<file path="src/rtl/fsa_pkg.sv">
// Shared constants and types for the fault sweep adder.
// Assumes the fault code layout of two control bits per forcible net.
package fsa_pkg;

    // Number of forcible nets in the adder and width of the fault code.
    localparam int NUM_SITES = 7;
    localparam int CODE_W    = 2 * NUM_SITES;

    // Net index inside the fault code (bits [2k+1:2k]).
    localparam int SITE_X1       = 0;
    localparam int SITE_X2       = 1;
    localparam int SITE_XOR1     = 2;
    localparam int SITE_AND_GEN  = 3;
    localparam int SITE_AND_PROP = 4;
    localparam int SITE_OR_D     = 5;
    localparam int SITE_CARRY_Q  = 6;

    // Sweep controller states.
    typedef enum logic [1:0] {
        ST_IDLE  = 2'd0,
        ST_SHIFT = 2'd1,
        ST_EMIT  = 2'd2,
        ST_DONE  = 2'd3
    } sweep_state_e;

endpackage

</file>
<file path="src/rtl/fsa_stuck_net.sv">
// One forcible net: passes its input or holds a constant.
// ctl[1] enables forcing and ctl[0] is the forced value.
module fsa_stuck_net (
    input  logic       net_in,
    input  logic [1:0] ctl,
    output logic       net_out
);

    // Select the live value or the stuck constant.
    assign net_out = ctl[1] ? ctl[0] : net_in;

endmodule

</file>
<file path="src/rtl/fsa_serial_adder.sv">
// Bit-serial full adder with one carry register and seven forcible nets.
// Sum bits are shifted into sum_word from the top, so after WORD_W
// advances the first bit sits at bit 0. clr zeroes the carry and has
// priority over adv. Assumes the controller gives exactly WORD_W advances
// per word.
module fsa_serial_adder
    import fsa_pkg::*;
#(
    parameter int WORD_W = 4
) (
    input  logic              clk,
    input  logic              rst_n,
    input  logic              clr,
    input  logic              adv,
    input  logic              x1,
    input  logic              x2,
    input  logic [CODE_W-1:0] fault_code,
    output logic [WORD_W-1:0] sum_word
);

    logic x1_f, x2_f;
    logic xor1_raw, xor1_f;
    logic gen_raw, gen_f;
    logic prop_raw, prop_f;
    logic d_raw, d_f;
    logic carry_q, carry_f;
    logic sum_bit;

    // Forcible operand inputs.
    fsa_stuck_net u_x1 (.net_in(x1), .ctl(fault_code[2*SITE_X1 +: 2]), .net_out(x1_f));
    fsa_stuck_net u_x2 (.net_in(x2), .ctl(fault_code[2*SITE_X2 +: 2]), .net_out(x2_f));

    // First XOR: half-sum of the operand bits.
    assign xor1_raw = x1_f ^ x2_f;
    fsa_stuck_net u_xor1 (.net_in(xor1_raw), .ctl(fault_code[2*SITE_XOR1 +: 2]), .net_out(xor1_f));

    // Generate AND.
    assign gen_raw = x1_f & x2_f;
    fsa_stuck_net u_gen (.net_in(gen_raw), .ctl(fault_code[2*SITE_AND_GEN +: 2]), .net_out(gen_f));

    // Carry register output as seen by the rest of the logic.
    fsa_stuck_net u_cq (.net_in(carry_q), .ctl(fault_code[2*SITE_CARRY_Q +: 2]), .net_out(carry_f));

    // Propagate AND.
    assign prop_raw = xor1_f & carry_f;
    fsa_stuck_net u_prop (.net_in(prop_raw), .ctl(fault_code[2*SITE_AND_PROP +: 2]), .net_out(prop_f));

    // OR gate that feeds the carry register.
    assign d_raw = gen_f | prop_f;
    fsa_stuck_net u_d (.net_in(d_raw), .ctl(fault_code[2*SITE_OR_D +: 2]), .net_out(d_f));

    // Second XOR: the sum bit of this clock.
    assign sum_bit = xor1_f ^ carry_f;

    // Carry register: cleared per word, loaded on each advance.
    always_ff @(posedge clk) begin
        if (!rst_n) begin
            carry_q <= 1'b0;
        end else if (clr) begin
            carry_q <= 1'b0;
        end else if (adv) begin
            carry_q <= d_f;
        end
    end

    // Sum collector: shift each new bit in from the top.
    always_ff @(posedge clk) begin
        if (!rst_n) begin
            sum_word <= '0;
        end else if (adv) begin
            sum_word <= {sum_bit, sum_word[WORD_W-1:1]};
        end
    end

endmodule

</file>
<file path="src/rtl/fsa_sweep_ctrl.sv">
// Sweep sequencer: samples the fault code on start, walks all operand
// pairs in ascending order, gives WORD_W shift cycles per pair and then
// holds the record until it is accepted. Start is ignored outside idle/done.
// Assumes WORD_W >= 2.
module fsa_sweep_ctrl
    import fsa_pkg::*;
#(
    parameter int WORD_W = 4
) (
    input  logic                clk,
    input  logic                rst_n,
    input  logic                start,
    input  logic [CODE_W-1:0]   fault_cfg,
    input  logic                rec_ready,
    output logic                clr,
    output logic                adv,
    output logic [$clog2(WORD_W)-1:0] bit_idx,
    output logic [2*WORD_W-1:0] pair,
    output logic [CODE_W-1:0]   code_q,
    output logic                rec_valid,
    output logic                done
);

    localparam int BIT_W  = $clog2(WORD_W);
    localparam int PAIR_W = 2 * WORD_W;

    sweep_state_e state;
    logic         launch;
    logic         accept;
    logic         last_bit;
    logic         last_pair;

    // Decode the events that move the sequence on.
    always_comb begin
        launch    = ((state == ST_IDLE) || (state == ST_DONE)) && start;
        accept    = (state == ST_EMIT) && rec_ready;
        last_bit  = (bit_idx == BIT_W'(WORD_W - 1));
        last_pair = &pair;
        clr       = launch || (accept && !last_pair);
        adv       = (state == ST_SHIFT);
        rec_valid = (state == ST_EMIT);
        done      = (state == ST_DONE);
    end

    // State, bit counter, pair counter and sampled fault code.
    always_ff @(posedge clk) begin
        if (!rst_n) begin
            state   <= ST_IDLE;
            bit_idx <= '0;
            pair    <= '0;
            code_q  <= '0;
        end else begin
            case (state)
                ST_IDLE, ST_DONE: begin
                    if (start) begin
                        state   <= ST_SHIFT;
                        bit_idx <= '0;
                        pair    <= '0;
                        code_q  <= fault_cfg;
                    end
                end
                ST_SHIFT: begin
                    if (last_bit) begin
                        state   <= ST_EMIT;
                        bit_idx <= '0;
                    end else begin
                        bit_idx <= bit_idx + BIT_W'(1);
                    end
                end
                ST_EMIT: begin
                    if (rec_ready) begin
                        if (last_pair) begin
                            state <= ST_DONE;
                        end else begin
                            state <= ST_SHIFT;
                            pair  <= pair + PAIR_W'(1);
                        end
                    end
                end
                default: state <= ST_IDLE;
            endcase
        end
    end

endmodule

</file>
<file path="src/rtl/fault_sweep_adder.sv">
// Top level: a faulted serial adder and a fault-free copy share one
// sweep controller. Each record presents the operand pair, the faulted
// sum, the sampled fault code and a mismatch flag. x1 is the high word
// of the operand pair and x2 the low word.
module fault_sweep_adder
    import fsa_pkg::*;
#(
    parameter int WORD_W = 4
) (
    input  logic                clk,
    input  logic                rst_n,
    input  logic                start,
    input  logic [CODE_W-1:0]   fault_cfg,
    input  logic                rec_ready,
    output logic                rec_valid,
    output logic [2*WORD_W-1:0] rec_operands,
    output logic [WORD_W-1:0]   rec_sum,
    output logic [CODE_W-1:0]   rec_fault,
    output logic                rec_mismatch,
    output logic                done
);

    localparam int BIT_W = $clog2(WORD_W);

    logic                clr;
    logic                adv;
    logic [BIT_W-1:0]    bit_idx;
    logic [2*WORD_W-1:0] pair;
    logic [CODE_W-1:0]   code_q;
    logic [WORD_W-1:0]   x1_word, x2_word;
    logic                x1_bit, x2_bit;
    logic [WORD_W-1:0]   sum_faulty, sum_clean;

    // Sequencer.
    fsa_sweep_ctrl #(.WORD_W(WORD_W)) u_ctrl (
        .clk       (clk),
        .rst_n     (rst_n),
        .start     (start),
        .fault_cfg (fault_cfg),
        .rec_ready (rec_ready),
        .clr       (clr),
        .adv       (adv),
        .bit_idx   (bit_idx),
        .pair      (pair),
        .code_q    (code_q),
        .rec_valid (rec_valid),
        .done      (done)
    );

    // Serialise the current pair, low bit first.
    always_comb begin
        x1_word = pair[2*WORD_W-1:WORD_W];
        x2_word = pair[WORD_W-1:0];
        x1_bit  = x1_word[bit_idx];
        x2_bit  = x2_word[bit_idx];
    end

    // Adder under the sampled fault code.
    fsa_serial_adder #(.WORD_W(WORD_W)) u_faulty (
        .clk        (clk),
        .rst_n      (rst_n),
        .clr        (clr),
        .adv        (adv),
        .x1         (x1_bit),
        .x2         (x2_bit),
        .fault_code (code_q),
        .sum_word   (sum_faulty)
    );

    // Fault-free reference copy.
    fsa_serial_adder #(.WORD_W(WORD_W)) u_clean (
        .clk        (clk),
        .rst_n      (rst_n),
        .clr        (clr),
        .adv        (adv),
        .x1         (x1_bit),
        .x2         (x2_bit),
        .fault_code ({CODE_W{1'b0}}),
        .sum_word   (sum_clean)
    );

    // Record fields.
    always_comb begin
        rec_operands = pair;
        rec_sum      = sum_faulty;
        rec_fault    = code_q;
        rec_mismatch = (sum_faulty != sum_clean);
    end

endmodule

</file>
<file path="config.mk">
export PLATFORM = sky130hd
export DESIGN_NAME = fault_sweep_adder
export DESIGN_NICKNAME = d
export VERILOG_FILES = /design/src/rtl/fsa_pkg.sv /design/src/rtl/fsa_stuck_net.sv /design/src/rtl/fsa_serial_adder.sv /design/src/rtl/fsa_sweep_ctrl.sv /design/src/rtl/fault_sweep_adder.sv
export SDC_FILE = /design/constraint.sdc
export NUM_CORES = 1
export LEC_CHECK = 0
export BUFFER_PORTS_ARGS = -buffer_cell sky130_fd_sc_hd__buf_2
export CAP_MARGIN = 20
export CORE_UTILIZATION = 36
export CTS_CLUSTER_DIAMETER = 40
export DETAILED_ROUTE_END_ITERATION = 8
export GPL_ROUTABILITY_DRIVEN = 0
export PLACE_DENSITY = 0.67
export SYNTH_ARGS = -nofsm -noshare
export SYNTH_HDL_FRONTEND = slang
export SYNTH_HIERARCHICAL = 1
export SYNTH_SLANG_ARGS = --single-unit
</file>
<file path="constraint.sdc">
create_clock -name clk -period 3.2 [get_ports clk]
set_input_delay 0.64 -clock clk [delete_from_list [all_inputs] [get_ports clk]]
set_output_delay 0.64 -clock clk [all_outputs]
set_load 0.01 [all_outputs]
</file>
Word level (Yosys, flattened, before mapping)
Index checks and enable logic that the tools add are counted.
{"block": "totals", "wordCells": 70, "out_inout_bits": 29, "input_bits": 18, "reg_bits": 36}
{"block": "op_classes", "bitwise_logic": 11, "n_mux": 23, "n_addsub": 2, "eq_ne": 9, "reduce_logical": 16, "order_cmp": 1}
{"op": "$mux W8", "n": 3}
{"op": "$pmux W8 S2", "n": 1}
{"op": "$mux W2", "n": 6}
{"op": "$mux W1", "n": 9}
{"op": "$add A8 B1 Y8 const B", "n": 1}
{"op": "$reduce_and A8 Y1", "n": 1}
{"op": "$eq A2 B2 Y1 const B", "n": 3}
{"op": "$ne A2 B2 Y1 const B", "n": 3}
{"op": "$pmux W2 S3", "n": 1}
{"op": "$and A1 B1 Y1", "n": 4}
{"op": "$bmux W1 S2", "n": 2}
{"op": "$ne A4 B4 Y1", "n": 1}
{"op": "$pmux W2 S2", "n": 1}
{"op": "$reduce_and A2 Y1", "n": 2}
{"op": "$reduce_and A4 Y1", "n": 1}
{"op": "$reduce_bool A2 Y1", "n": 2}
{"op": "$reduce_or A2 Y1", "n": 2}
{"op": "$xor A1 B1 Y1", "n": 4}
{"op": "$logic_and A1 B1 Y1", "n": 3}
{"op": "$lt A2 B3 Y1 const B", "n": 1}
{"op": "$reduce_and A3 Y1", "n": 1}
{"op": "$add A2 B1 Y2 const B", "n": 1}
{"op": "$eq A2 B1 Y1 const B", "n": 1}
{"op": "$logic_not A2 Y1", "n": 1}
{"op": "other kinds (5)", "n": 7}

Longest topological paths before layout
Gate-level depths: netlist (run 1).
{"block": "depth", "depth_word": 9, "ltp_mapped": 10, "mapped_depth_nobuf": 10}

Modules after synthesis
Netlist (run 1), hierarchy kept.
{"mod": "fsa_sweep_ctrl", "area_per_inst_um2": 1257.5, "n_inst": 1, "cells_per_inst": 145, "seq_area_each_um2": 520.5}
{"mod": "fsa_serial_adder", "area_per_inst_um2": 230.2, "n_inst": 2, "cells_per_inst": 19, "seq_area_each_um2": 100.1}
{"mod": "fsa_stuck_net", "area_per_inst_um2": 15.0, "n_inst": 14, "cells_per_inst": 1, "seq_area_each_um2": 0.0}
{"mod": "fault_sweep_adder", "area_per_inst_um2": 97.6, "n_inst": 1, "cells_per_inst": 8, "seq_area_each_um2": 0.0}

Worst setup path after synthesis (run 1)
OpenSTA, ideal clock, no wires.
{"block": "synth_timing", "path_type": "register -> register", "from": "register u_ctrl.bit_idx[0]", "to": "register u_faulty.carry_q", "stages_incl_launch_ff": 11, "arrival_ns": 2.961, "period_less_slack_ns": 3.080, "path_buffers": 0, "required_ns": 3.081, "setup_time_ns": 0.119, "slack_ns": 0.120, "path_cell_list": "dfxtp_1 -> mux4_1 -> mux2_4 -> ha_1 -> mux2_4 -> ha_1 -> mux2_4 -> or2_2 -> mux2_4 -> mux2i_1 -> nor3b_2"}
{"block": "synth_via", "elab_chain_cells": 9, "elab_cells_between_ends": 14, "classes_between": "10 x mux; 4 x bitwise"}
{"element": "start, declared", "line_no": "fsa_sweep_ctrl.sv:17", "source": "output logic [$clog2(WORD_W)-1:0] bit_idx,"}
{"element": "start signal, assigned", "line_no": "fsa_sweep_ctrl.sv:67", "source": "bit_idx <= bit_idx + BIT_W'(1);"}
{"element": "$bmux W1 S2", "line_no": "fault_sweep_adder.sv:54", "source": "x1_bit = x1_word[bit_idx];"}
{"element": "$mux W1 (not written as such)", "line_no": "fault_sweep_adder.sv:54"}
{"element": "net x1_bit", "line_no": "fault_sweep_adder.sv:31", "source": "logic x1_bit, x2_bit;"}
{"element": "$mux W1", "line_no": "fsa_stuck_net.sv:10", "source": "assign net_out = ctl[1] ? ctl[0] : net_in;"}
{"element": "net u_faulty.x1_f", "line_no": "fsa_serial_adder.sv:21", "source": "logic x1_f, x2_f;"}
{"element": "$xor A1 B1 Y1", "line_no": "fsa_serial_adder.sv:34", "source": "assign xor1_raw = x1_f ^ x2_f;"}
{"element": "net u_faulty.xor1_raw", "line_no": "fsa_serial_adder.sv:22", "source": "logic xor1_raw, xor1_f;"}
{"element": "$mux W1", "line_no": "fsa_stuck_net.sv:10"}
{"element": "net u_faulty.xor1_f", "line_no": "fsa_serial_adder.sv:22"}
{"element": "$and A1 B1 Y1", "line_no": "fsa_serial_adder.sv:45", "source": "assign prop_raw = xor1_f & carry_f;"}
{"element": "net u_faulty.prop_raw", "line_no": "fsa_serial_adder.sv:24", "source": "logic prop_raw, prop_f;"}
{"element": "$mux W1", "line_no": "fsa_stuck_net.sv:10"}
{"element": "net u_faulty.prop_f", "line_no": "fsa_serial_adder.sv:24"}
{"element": "$or A1 B1 Y1", "line_no": "fsa_serial_adder.sv:49", "source": "assign d_raw = gen_f | prop_f;"}
{"element": "net u_faulty.d_raw", "line_no": "fsa_serial_adder.sv:25", "source": "logic d_raw, d_f;"}
{"element": "$mux W1", "line_no": "fsa_stuck_net.sv:10"}
{"element": "net u_faulty.d_f", "line_no": "fsa_serial_adder.sv:25"}
{"element": "end signal, assigned", "line_no": "fsa_serial_adder.sv:58", "source": "carry_q <= 1'b0;"}
{"element": "end signal, assigned", "line_no": "fsa_serial_adder.sv:60", "source": "carry_q <= 1'b0;"}
{"element": "end signal, assigned", "line_no": "fsa_serial_adder.sv:62", "source": "carry_q <= d_f;"}
{"element": "end, declared", "line_no": "fsa_serial_adder.sv:26", "source": "logic carry_q, carry_f;"}
The timed path passes the listed nets, and every way through them passes these cells. The select of a mux whose other input is x is not followed.
A chain may end at the register's enable or synchronous reset.

Worst setup path in the final report (run 1)
Same ends and word-level chain as after synthesis.

==> results by group, run 1 <==
Finish
  – Finished Layout Cells: 340
  – Share of cells above drive strength 1: 0.326
  – Diodes inserted: 0
  – Cell area after layout: approximately 2500 um2
  – Register area: about 720 um2
  – # fillers: about 560
  – Multi-input gate area: approximately 1300 um2
  – Nets: between 200 and 300
  – Layout overhead on the synthesized area: 22.5%

Timing
  – Period utilization: 0.965
  – Max Slew Vio Count: 0
  – Max-slew headroom: 0.452
  – Final hold slack: about 500 ps
  – Max Fclk: ~320 MHz
  – Layout Skew: about 15 ps
  – Setup violators final: 0
  – Setup TNS: 0 ps
  – Endpoints failing hold: 0
  – RSZ-0062 raised after global routing: no
  – Min Tclk post-route: 3090 ps
  – Worst Max-Slew Pin Slew: 818 ps

Placement
  – Port bufs: 46
  – Cells after DPL: approximately 330
  – Area after DPL: around 2400 um2
  – Post-DP HPWL: about 3100 um

Critical path
  – Setup crit start: u_ctrl/bit_idx[0]
  – RR Endpoint: u_faulty/carry_q
  – Reg2Reg Depth: 10
  – Startpoint types: flop
  – Critical Path AT: between 3000 and 4000 ps
  – CP endpoint: u_faulty/carry_q
  – Worst Setup End Kind: flop
  – Worst-path maximum fanout: 5
  – Critical R2R Launch: u_ctrl/bit_idx[0]
  – R2R setup slack: between 100 and 150 ps
  – Worst EP required: ~3400 ps
  – WS Path Type: flop to flop

Clock network
  – Clock sink count: 36
  – H-tree depth: 2
  – Setup Buffers After CTS: 0
  – Clock Tree Root: clkbuf_8
  – Worst-path clk slew: 80 ps
  – TritonCTS clock tree: done
  – Num CTS Buffers: 5
  – Clock insertion delay at the later pin of the skew report: between 200 and 300 ps
  – Clk buf depth: 2

Logic synthesis
  – Post-Synth XOR/XNOR Area: 0.0173
  – Post-synthesis sequential area ratio: 0.356
  – Ys Warns: 6
  – Post-Synth Simple-Gate Area: 0.196
  – Main combinational cell family by area after synthesis: simple AND/OR/NAND/NOR gates
  – Mapped Cells: 205
  – Synthesis-stage register bit count: 36
  – Post-Synth Adder-Cell Area: 0.0618
  – Post-synth top area share: 0.356
  – Syn_area_per_cell: about 10 um2
  – Mux contribution to synthesized area: 0.184
  – Dominant cell type by area after synthesis: dfxtp_1
  – Compound-Gate Fraction of Synth Area: 0.150
  – Distinct cell type count after synthesis: 44
  – Top cells by area, synth: dfxtp_1 36%, mux2_4 10%, nand2_1 6.9%, ha_1 6.2%, a21boi_0 5.6%
  – Post-synthesis cell area: 2030 um2

Die
  – Die area: just under 6000 um2
  – Core area: around 5300 um2
  – Row count: 26
  – Initial Util: 0.384
  – Die height: between 70 and 80 um
  – Die extent in x: 77.0 um
  – Num ports: between 40 and 50

Drt
  – Starting DRT DRC Count: 77
  – Remaining antenna violation count after routing: 0
  – DRC viols: 0
  – WL/cell: approximately 13 um
  – Vias: approximately 1.7k
  – 1st-pass router iterations: 4
  – Vias per std cell: ~4.9
  – Drt total wl: approximately 4300 um

Power
  – Pwr dens: 442 nW/um2
  – Total power: between 1 and 1.5 mW
  – LEAKAGE: 1.08 nW
  – Maximum VDD drop: 0.163 mV

Global route
  – GRT overflow: 0
  – First-pass GRT wire length: 7340 um
  – Vias in the first global route: 1597
  – Gr usage total: 0.154
  – Antenna violations before repair: 0
  – Largest net degree at the start of global routing: 40

Worst hold path
  – Worst hold path type: flop to flop

Run status
  – Status: complete, no violations

Job
  – Max Cap Violations: 0
## final cells by class
type / count / share of cell area
tap: 70 / 0.0353
clock inverter: 1 / 0.00202
clock buffer: 6 / 0.0292
sequential: 36 / 0.292
multi-input combinational: 169 / 0.517
timing repair buffer: 55 / 0.120
inverter: 3 / 0.00454
## cells in the mapped netlist, drive strengths merged
cell     n
a211oi   2
a21boi  17
a21o     1
a21oi    1
a311o    1
a31o     1
a32oi    2
and2     2
and4     1
buf      5
clkbuf   5
conb     1
dfxtp   36
ha      10
inv      3
mux2    14
mux2i   11
mux4     2
nand2   37
nand2b   3
nand3    4
nand3b   1
nand4    3
nor2     3
nor2b   11
nor3     2
nor3b    2
nor4     1
o211ai   3
o21ai    4
o221a    1
o311ai   2
o31a     1
o31ai    2
o32ai    2
or2      2
or3      1
or3b     1
xnor2    4
## worst max-delay path: stages, from the launching register on
cell     delay (ps)
dfxtp_4         380
mux4_2          520
mux2_4          290
ha_1            290
mux2_4          270
ha_1            190
mux2_4          260
or2_2           280
mux2_4          260
mux2i_1         170
nor3b_2          60
## how the worst min path moves through the flow
stage	start	to	slack, ps	cells past startpoint
after floorplan	u_ctrl/state[1]	u_ctrl/state[1]	470	2
after global placement	u_ctrl/code_q[6]	u_ctrl/code_q[6]	480	2
after detailed placement	u_ctrl/code_q[6]	u_ctrl/code_q[6]	480	2
after CTS	u_ctrl/code_q[6]	u_ctrl/code_q[6]	490	2
after global routing	u_ctrl/code_q[6]	u_ctrl/code_q[6]	510	2
final	u_ctrl/code_q[6]	u_ctrl/code_q[6]	490	2
## per-stage QoR
stage	util	worst slack (ps)
after floorplan	-	120
after global placement	0.456	67.6
after detailed placement	0.456	-34.6
after CTS	0.471	10.0
after global routing	0.471	12.7
final	0.471	111
## cell usage in the layout, fill, tap and decap left out, types with 4 or more instances in the layout
| cell | netlist | final |
|---|---|---|
| a21boi_0 | 15 | 15 |
| buf_2 | 3 | 46 |
| buf_4 | 0 | 9 |
| clkbuf_8 | 0 | 5 |
| conb_1 | 1 | 14 |
| dfxtp_1 | 36 | 35 |
| ha_1 | 10 | 10 |
| mux2_4 | 14 | 14 |
| mux2i_1 | 11 | 10 |
| nand2_1 | 37 | 37 |
| nor2b_1 | 11 | 11 |
| o21ai_0 | 4 | 4 |
| xnor2_1 | 4 | 4 |
## timing repair
item | CTS | global route
pin swaps | 0 | 0
setup endpoints to repair | 2 | 2
gates resized for setup | 1 | 4
cloned | 0 | 0
endpoints found under the hold margin | 0 | 0
hold buffers | 0 | 0
## where the power goes
part / internal [mW] / switching, mW / total [mW]
logic: 0.128 / 0.154 / 0.281
clock network: 0.148 / 0.154 / 0.302
registers: 0.481 / 0.0319 / 0.513
total: 0.757 / 0.339 / 1.10
## layer usage
layer,up-vias,global-route usage,wire length (um)
li1,849,-,-
met3,4,0.0357,150
met4,0,0.0604,31
met1,777,0.191,2050
met2,26,0.256,2040
met5,-,0,0
## sequential cells by signal, indices dropped and copies added, names as in the netlist
register / cells
u_faulty/carry_q: 1
u_ctrl/pair: 8
u_ctrl/state: 2
u_ctrl/bit_idx: 2
u_clean/carry_q: 1
u_clean/sum_word: 4
u_faulty/sum_word: 4
u_ctrl/code_q: 14
## logic make-up after synthesis
family,after synthesis
AO/OA/AOI/OAI,40
multiplexers,27
adder cells (fa/ha/maj),10
XOR/XNOR,4
buffers and inverters,13
AND/OR/NAND/NOR,74
flip-flops,36
other,1
(Power assumes the default switching activity.)
==> run 2, diff against run 1 <==
--- a/config.mk
+++ b/config.mk
@@ -11,7 +11,7 @@
 export CTS_CLUSTER_DIAMETER = 40
 export DETAILED_ROUTE_END_ITERATION = 8
 export GPL_ROUTABILITY_DRIVEN = 0
-export PLACE_DENSITY = 0.67
+export PLACE_DENSITY = 0.65
 export SYNTH_ARGS = -nofsm -noshare
 export SYNTH_HDL_FRONTEND = slang
 export SYNTH_HIERARCHICAL = 1
==> constraint.sdc (replaced) <==
create_clock -name clk -period 3.05 [get_ports clk]
set_input_delay 0.61 -clock clk [delete_from_list [all_inputs] [get_ports clk]]
set_output_delay 0.61 -clock clk [all_outputs]
set_load 0.01 [all_outputs]
==> results by group, run 2 (same netlist as run 1, synthesis figures left out) <==
Critical path
  – Startpoint types: flop
  – Worst path cell trace: mux4_2, mux2_4, ha_4, mux2_4, ha_4, mux2_4, or2_2, mux2_4, mux2i_2, nor3b_2
  – Worst path max stage delay: 510 ps
  – Worst-path maximum fanout: 3
  – CP dominant cell by count: mux2_4
  – Worst path slowest cell: mux4_2
  – R2R setup slack: around 80 ps
  – WS Path Type: flop to flop
  – Critical Path AT: ~3100 ps
  – Worst Setup End Kind: flop
  – Worst EP required: 3220 ps

Timing
  – Min Tclk post-route: 2970 ps
  – Final worst slack: a little under 80 ps
  – Setup violators final: 0
  – Worst Max-Slew Pin Slew: ~840 ps
  – RSZ-0062 raised after global routing: yes
  – Max Fclk: between 300 and 400 MHz
  – Period utilization: 0.974
  – Endpoints failing hold: 0
  – Max Slew Vio Count: 0
  – Final hold slack: about 490 ps
  – Layout Skew: 3.65 ps
  – Max-slew headroom: 0.435

Placement
  – Port bufs: 46
  – Pre-CTS setup slack: -69.2 ps
  – Area after DPL: 2410 um2
  – Cells after DPL: ~330
  – Post-DP HPWL: roughly 3100 um

Die
  – Die area: ~5900 um2
  – Initial Util: 0.384
  – Row count: 26
  – Die extent in x: 77.0 um
  – Num ports: between 40 and 50
  – Die height: approximately 77 um
  – Core area: 5270 um2

Global route
  – GRT overflow: 0
  – First-pass GRT wire length: 7300 um
  – Vias in the first global route: 1519
  – Gr usage total: 0.154
  – Largest net degree at the start of global routing: 40
  – Antenna violations before repair: 0

Finish
  – Nets: approximately 300
  – Share of cells above drive strength 1: 0.347
  – Diodes inserted: 0
  – Largest register FFs: 14
  – Most flops, register: u_ctrl/code_q
  – Commonest non-fill, non-tap cells in the layout: 46 x buf_2, 37 x nand2_1, 35 x dfxtp_1
  – Finished Layout Cells: approximately 340
  – Largest regs: u_ctrl/code_q (14), u_ctrl/pair (8)
  – Layout overhead on the synthesized area: 25.1%
  – Commonest non-fill, non-tap cell in the layout: buf_2
  – Cell area after layout: ~2500 um2
  – # fillers: ~520

Clock network
  – Clock Tree Root: clkbuf_8
  – Clock sink count: 36
  – Clk buf depth: 2
  – TritonCTS clock tree: done
  – # hold bufs at CTS: 0
  – Num CTS Buffers: 5
  – Worst-path clk slew: about 70 ps
  – H-tree depth: 2
  – Clock insertion delay at the later pin of the skew report: 280 ps

Power
  – Sw Share: 0.309
  – Reg power frac: 0.464
  – Part of the power in the clock network: 0.268
  – Maximum VDD drop: roughly 0.18 mV
  – Cell-internal power: approximately 800 uW
  – Switch Pwr: 358 uW
  – Total power: about 1.2 mW
  – LEAKAGE: 1.07 nW
  – Pwr dens: roughly 460 nW/um2
  – Combinational share of power: 0.268

Drt
  – Vias: between 1.5k and 2k
  – Starting DRT DRC Count: 73
  – 1st-pass router iterations: 4
  – DRC viols: 0
  – Remaining antenna violation count after routing: 0
  – Vias per std cell: around 4.9
  – Drt total wl: ~4400 um
  – WL/cell: 12.8 um

Job
  – Max Cap Violations: 0

Run status
  – Status: complete, no violations

Worst hold path
  – Worst hold path type: flop to flop
run 2: cell count changes in the layout (fill, tap and decap cells not counted):
cell / change
ha_2: +1
ha_4: +3
mux2i_2: +1
buf_4: +1
or2_2: -1
ha_1: -4
or2_4: +1
mux2i_1: -1
run 2: critical path, delay by kind of cell, from the launching register on:
| kind | cells | cell delay, ps |
|---|---|---|
| mux | 6 | 1770 |
| fa+ha+maj | 2 | 380 |
| flops | 1 | 360 |
| simple gates | 2 | 350 |
run 2: final cells by class:
class,instances,area (um2),area share
Multi-Input combinational cell,169,1330,0.524
Sequential cell,36,724,0.286
Timing Repair Buffer,56,305,0.120
Tap cell,70,87.6,0.0346
Clock buffer,6,72.6,0.0286
Inverter,3,11.3,0.00444
Clock inverter,1,5.00,0.00197
run 2: repair_timing:
item / CTS / global route
setup buffers: 0 / 0
cloned: 0 / 0
resized for setup: 3 / 8
setup endpoints to repair: 2 / 2
pin swaps: 0 / 3
run 2: final timing paths:
check,depth (start not counted),from,endpoint
max,10,u_ctrl/bit_idx[0],u_clean/carry_q
min,2,u_ctrl/code_q[4],u_ctrl/code_q[4]
max reg2reg,10,u_ctrl/bit_idx[0],u_clean/carry_q
min reg2reg,2,u_ctrl/code_q[4],u_ctrl/code_q[4]
run 2: metal layers:
layer / track usage / vias to the layer above / wire length, um
met5: 0 / - / 0
met4: 0.0509 / 0 / 36
met3: 0.0321 / 4 / 197
met2: 0.245 / 36 / 2030
met1: 0.206 / 773 / 2100
li1: - / 851 / -
run 2: metrics by stage:
step                      setup TNS, ps  utilization
after CTS                             0        0.473
final                                 0        0.481
after global placement                0        0.458
after global routing              -2.40        0.481
after floorplan                       0            -
after detailed placement           -103        0.458
run 2: power groups by stage:
stage               registers (mW)  logic, mW  clock network (mW)
floorplan                    0.551      0.223                   0
global placement             0.547      0.295                   0
detailed placement           0.547      0.301                   0
CTS                          0.537      0.304               0.324
global route                 0.542      0.347               0.348
finish                       0.538      0.311               0.310
